<file path="src/rtl/irqv_pkg.sv">
package irqv_pkg;

  // Word index of each register; software decodes these offsets.
  typedef enum logic [2:0] {
    SEL_STATUS = 3'd0,
    SEL_PEND   = 3'd1,
    SEL_ENABLE = 3'd2,
    SEL_ACK    = 3'd3,
    SEL_SETEN  = 3'd4,
    SEL_CLREN  = 3'd5,
    SEL_VECTOR = 3'd6,
    SEL_MASTER = 3'd7
  } regSel_e;

  // Strobes from the bus decoder to the datapath.
  typedef struct packed {
    logic    wrEnable;
    logic    wrSetEn;
    logic    wrClrEn;
    logic    wrAck;
    logic    wrMaster;
    logic    rdActive;
    regSel_e rdSel;
  } strobe_t;

endpackage

</file>
<file path="src/rtl/irqv_ctrl.sv">
module irqv_ctrl
  import irqv_pkg::*;
#(
  parameter int ADDR_W = 5
) (
  input  logic [ADDR_W-1:0] busAddr,
  input  logic              busWrEn,
  input  logic              busRdEn,
  output strobe_t           strb
);

  localparam int WORD_LSB = 2;
  localparam int SEL_W    = 3;

  logic    addrHit;
  regSel_e addrSel;

  always_comb begin
    addrHit = (busAddr[WORD_LSB-1:0] == '0) &&
              ((busAddr >> (WORD_LSB + SEL_W)) == '0);
    addrSel = regSel_e'(busAddr[WORD_LSB+SEL_W-1:WORD_LSB]);
    strb          = '0;
    strb.rdSel    = addrSel;
    strb.rdActive = busRdEn && addrHit;
    if (busWrEn && addrHit) begin
      case (addrSel)
        SEL_ENABLE: strb.wrEnable = 1'b1;
        SEL_SETEN:  strb.wrSetEn  = 1'b1;
        SEL_CLREN:  strb.wrClrEn  = 1'b1;
        SEL_ACK:    strb.wrAck    = 1'b1;
        SEL_MASTER: strb.wrMaster = 1'b1;
        default:    ; // read-only registers take no write
      endcase
    end
  end

endmodule

</file>
<file path="src/rtl/irqv_datapath.sv">
module irqv_datapath
  import irqv_pkg::*;
#(
  parameter int NUM_SRC = 32,
  parameter int DATA_W  = 32
) (
  input  logic               clk,
  input  logic               rstN,
  input  logic [NUM_SRC-1:0] srcIrq,
  input  strobe_t            strb,
  input  logic [DATA_W-1:0]  wrData,
  output logic [DATA_W-1:0]  rdData,
  output logic               cpuIrq
);

  localparam int IDX_W    = (NUM_SRC > 1) ? $clog2(NUM_SRC) : 1;
  localparam int MASTER_W = 2;

  logic [NUM_SRC-1:0]  statusQ, enableQ, enableNext, pendW, wrMask, ackMask;
  logic [MASTER_W-1:0] masterQ;
  logic [IDX_W-1:0]    vecIdx;
  logic                anyPend;

  assign wrMask  = wrData[NUM_SRC-1:0];
  assign ackMask = strb.wrAck ? wrMask : '0;

  // Sticky capture: a high line on the acknowledge edge wins.
  always_ff @(posedge clk) begin
    if (!rstN) statusQ <= '0;
    else       statusQ <= (statusQ & ~ackMask) | srcIrq;
  end

  always_comb begin
    enableNext = enableQ;
    if (strb.wrEnable) enableNext = wrMask;
    if (strb.wrSetEn)  enableNext = enableQ | wrMask;
    if (strb.wrClrEn)  enableNext = enableQ & ~wrMask;
  end

  always_ff @(posedge clk) begin
    if (!rstN) begin
      enableQ <= '0;
      masterQ <= '0;
    end else begin
      enableQ <= enableNext;
      if (strb.wrMaster) masterQ <= wrData[MASTER_W-1:0];
    end
  end

  assign pendW   = statusQ & enableQ;
  assign anyPend = |pendW;
  assign cpuIrq  = (&masterQ) && anyPend;

  // Lowest index wins: scan downward so the last hit is the smallest.
  always_comb begin
    vecIdx = '0;
    for (int i = NUM_SRC - 1; i >= 0; i--) begin
      if (pendW[i]) vecIdx = IDX_W'(i);
    end
  end

  always_comb begin
    rdData = '0;
    if (strb.rdActive) begin
      case (strb.rdSel)
        SEL_STATUS: rdData = DATA_W'(statusQ);
        SEL_PEND:   rdData = DATA_W'(pendW);
        SEL_ENABLE: rdData = DATA_W'(enableQ);
        SEL_VECTOR: rdData = anyPend ? DATA_W'(vecIdx) : '1;
        SEL_MASTER: rdData = DATA_W'(masterQ);
        default:    rdData = '0;
      endcase
    end
  end

  AST_SET_ONLY_ADDS: assert property (@(posedge clk) disable iff (!rstN)
    strb.wrSetEn |=> ((enableQ & $past(enableQ)) == $past(enableQ)));

  AST_CLR_ONLY_REMOVES: assert property (@(posedge clk) disable iff (!rstN)
    strb.wrClrEn |=> ((enableQ & ~$past(enableQ)) == '0));

  AST_STATUS_STICKY: assert property (@(posedge clk) disable iff (!rstN)
    !strb.wrAck |=> ((statusQ & $past(statusQ)) == $past(statusQ)));

  AST_LINE_CAPTURED: assert property (@(posedge clk) disable iff (!rstN)
    (srcIrq != '0) |=> ((statusQ & $past(srcIrq)) == $past(srcIrq)));

  AST_IRQ_GATED: assert property (@(posedge clk) disable iff (!rstN)
    cpuIrq |-> (masterQ == 2'b11 && pendW != '0));

  AST_VECTOR_LOWEST: assert property (@(posedge clk) disable iff (!rstN)
    anyPend |-> (pendW[vecIdx] &&
      ((pendW & ((NUM_SRC'(1) << vecIdx) - NUM_SRC'(1))) == '0)));

endmodule

</file>
<file path="src/rtl/irq_vector_ctrl.sv">
module irq_vector_ctrl
  import irqv_pkg::*;
#(
  parameter int NUM_SRC = 32,
  parameter int DATA_W  = 32,
  parameter int ADDR_W  = 5
) (
  input  logic               clk,
  input  logic               rstN,
  input  logic [NUM_SRC-1:0] srcIrq,
  input  logic [ADDR_W-1:0]  busAddr,
  input  logic               busWrEn,
  input  logic [DATA_W-1:0]  busWrData,
  input  logic               busRdEn,
  output logic [DATA_W-1:0]  busRdData,
  output logic               cpuIrq
);

  strobe_t strb;

  irqv_ctrl #(.ADDR_W(ADDR_W)) i_ctrl (
    .busAddr (busAddr),
    .busWrEn (busWrEn),
    .busRdEn (busRdEn),
    .strb    (strb)
  );

  irqv_datapath #(.NUM_SRC(NUM_SRC), .DATA_W(DATA_W)) i_datapath (
    .clk    (clk),
    .rstN   (rstN),
    .srcIrq (srcIrq),
    .strb   (strb),
    .wrData (busWrData),
    .rdData (busRdData),
    .cpuIrq (cpuIrq)
  );

endmodule

</file>
<file path="config.mk">
export PLATFORM = sky130hd
export DESIGN_NAME = irq_vector_ctrl
export DESIGN_NICKNAME = d
export VERILOG_FILES = /design/src/rtl/irqv_pkg.sv /design/src/rtl/irqv_ctrl.sv /design/src/rtl/irqv_datapath.sv /design/src/rtl/irq_vector_ctrl.sv
export SDC_FILE = /design/constraint.sdc
export NUM_CORES = 1
export LEC_CHECK = 0
export BUFFER_PORTS_ARGS = -buffer_cell sky130_fd_sc_hd__buf_4
export CORE_MARGIN = 4
export CORE_UTILIZATION = 55
export CTS_CLUSTER_SIZE = 16
export DETAILED_ROUTE_END_ITERATION = 7
export GPL_TIMING_DRIVEN = 0
export PLACE_DENSITY_LB_ADDON = 0.25
export SLEW_MARGIN = 20
export SYNTH_ARGS = -nofsm -noshare
export SYNTH_HDL_FRONTEND = slang
export SYNTH_SLANG_ARGS = --single-unit
</file>
<file path="constraint.sdc">
create_clock -name clk -period 4.8 [get_ports clk]
set_input_delay 0.72 -clock clk [delete_from_list [all_inputs] [get_ports clk]]
set_output_delay 0.72 -clock clk [all_outputs]
set_load 0.02 [all_outputs]
</file>
==> results.ini <==
[outcome]
status=finished, final reports clean

[cts]
htreeDepth=3
cts_made_buffers=9
ctsResizeCount=0
clkTransAtPathRegs_ns=0.07
cts.path.max_buffers=2
cts_tree=yes
ctsHoldBuffers=0
cts_root_buffer=clkbuf_8
clock_sinks=66
clkLatencyLatePin_ns=0.35
post_cts_buffers=0

[timing]
clock_skew_ns=0
holdWs_ns=0.5080
worstMarginPinSlew_ns=0.5840
min_period_ns=3.412
fmax_mhz=293.1
rsz0062_at_grt=false
finalHoldViolCount=0
period_share_pct=71.08
final_max_slew_viol_count=0
timing.setup.tns_ns=0
finalSetupViolations=0
relSlewSlack_pct=60.90

[critical_path]
r2r-start=i_datapath.statusQ[31]
crit_type=in -> out
worstPathArrival_ns=2.69
cp-startpoint=busAddr[3]
r2r_end=i_datapath.statusQ[31]
rr_worst_depth=2
cp_max_fo=10
r2r_slack_ns=3.91
required_ns=4.08
end_kind=primary output
startpoint_type=input pin

[grt]
grt_max_degree=11
overflow=0
grtUsageTotal_pct=29.69
grt_pass1_wl_mm=21.45
antenna_found_initial=0
grt_pass1_vias=4465

[power_and_ir_drop]
p_int_mw=0.9951
irDropWorstVdd_v=0.0002029
p_sw_share_pct=26.52
power_switching_mw=0.3591
powerDensity_nw_per_um2=251.2
p_leak_nw=2.041
clock_power_share_pct=39.9
finalPower_mw=1.354
p_seq_share_pct=44.5
comb_power_share_pct=15.6

[floorplanning]
dieArea_um2=9233
start_util_pct=57.61
placementRows=31
die_w_um=96.09
core_um2=7408
ios=106
fp.dieH_um=96.09

[synth]
avgSynthCellArea_um2=7.448
synthAdderAreaFrac_pct=0
synth_top_family_by_area=compound AO/OA/AOI/OAI gates
yosys.area_share.xor_xnor_pct=0
syn_area_um2=4268
syn_inst=573
synthDistinctLibCells=43
synthMuxAreaShare_pct=0.4691
synth-compound-area-share_pct=42.33
yosys_warnings=0
syn-num-nets=646
yosys.area_share.simple_pct=21.28
seq_area_frac_synth_pct=30.96
synth_seq_cells=66

[place]
portBuffers=104
routabilityCongestion=0.9148
hpwlAfterDp_mm=9.930

[cells_and_area]
drive_gt1_share_pct=18.50
fin_util_pct=72.77
n_antenna_cell=0
final_cell_mix=104 x buf_4, 86 x nand2_1, 67 x o21ai_0, 66 x dfxtp_1, 59 x o21a_1
layout.nets=761
mostFrequentLayoutCell=buf_4
syn_to_final_growth_pct=26.33

[hold_path]
hp-class=reg -> reg
holdPathEnd=i_datapath.enableQ[10]
hold_start=i_datapath.enableQ[10]
hold_depth=2

[routing]
drtPass1Iterations=5
ant_nets=0
wl_per_cell_um=17.20
drtIter0Drc=505
drc=0
viasPerCell=6.102
routed_wl_mm=13.61
vias=4827

[flow_run]
cap_violations=0

[flip-flops by register name (all words and copies together) (netlist names)]
name                cells
i_datapath.enableQ     32
i_datapath.masterQ      2
i_datapath.statusQ     32
[synthesized netlist by cell type, drive strengths merged]
cell	n	share of area, %
a222oi	1	0.23
a32oi	3	0.62
and2	4	0.65
nand2b	3	0.44
a22o	7	1.4
nor3b	1	0.18
a211oi	3	0.53
or2	1	0.21
and4bb	1	0.29
buf	7	1.9
a31oi	1	0.15
mux2i	2	0.47
nor4	2	0.65
a311oi	2	0.41
a21oi	37	4.3
o22ai	1	0.15
a2111oi	1	0.21
o211ai	2	0.35
nand4	5	0.73
inv	1	0.088
a21boi	64	11
nor2b	37	5.4
a211o	1	0.21
a21o	1	0.18
clkbuf	34	3.0
o21a	59	10
a221oi	2	0.41
nand2	86	7.6
nand4b	2	0.41
and3	3	0.44
a32o	3	0.70
nand3	3	0.35
dfxtp	66	31
o21ai	69	8.1
o2111ai	2	0.41
nor2	41	3.6
a22oi	13	2.3
nand3b	2	0.35
[final cells by class]
| type | instances | area, µm² |
|---|---|---|
| inverters | 1 | 3.754 |
| fillers | 593 | 2017 |
| multi-input cells | 465 | 2735 |
| clock inverters | 2 | 60.06 |
| clock buffers | 13 | 158.9 |
| repair buffers | 104 | 780.7 |
| plain buffers | 41 | 207.7 |
| well taps | 99 | 123.9 |
| flip-flops and latches | 66 | 1321 |
[worst max path at each step]
stage,to,slack [ns],cells past startpoint
final,busRdData[2],1.39,10
after detailed placement,busRdData[2],1.47,10
after global routing,busRdData[2],1.23,10
after floorplan,busRdData[2],2.02,8
after CTS,busRdData[2],1.46,10
after global placement,busRdData[2],1.42,10
[metrics by stage]
step / setup WS [ns] / area [µm²] / instances
2_1_floorplan: 2.021 / 4268 / 573
5_1_grt: 1.228 / 5391 / 791
4_1_cts: 1.455 / 5391 / 791
3_5_place_dp: 1.470 / 5172 / 776
3_3_place_gp: 1.417 / 5172 / 776
6_report: 1.388 / 5391 / 791
[worst max-delay path, cell delays in order]
cell	delay (ns)
buf_4	0.09
buf_2	0.19
nand2b_1	0.13
clkbuf_1	0.30
nand2_1	0.10
nor2_1	0.23
clkbuf_1	0.43
o21ai_0	0.18
nor2_1	0.15
buf_4	0.16
[power groups by stage]
stage	combinational [mW]	clock, mW	sequential (mW)
finish	0.211	0.540	0.603
global route	0.230	0.569	0.606
CTS	0.209	0.541	0.602
detailed placement	0.208	0	0.614
global placement	0.202	0	0.612
floorplan	0.119	0	0.603
[cells by family after synthesis]
logic type,count (synthesis)
AO/OA/AOI/OAI,272
AND/OR/NAND/NOR,191
flip-flops,66
buffers and inverters,42
multiplexers,2
[layer usage]
metal / GRT usage [%] / share of wire [%] / vias up
met2: 49.74 / 48 / 273
met4: 7.701 / 1.6 / 0
met3: 6.724 / 9.9 / 25
met5: 0 / 0 / -
li1: - / - / 2282
met1: 38.36 / 40 / 2247
(Power assumes the default switching activity.)
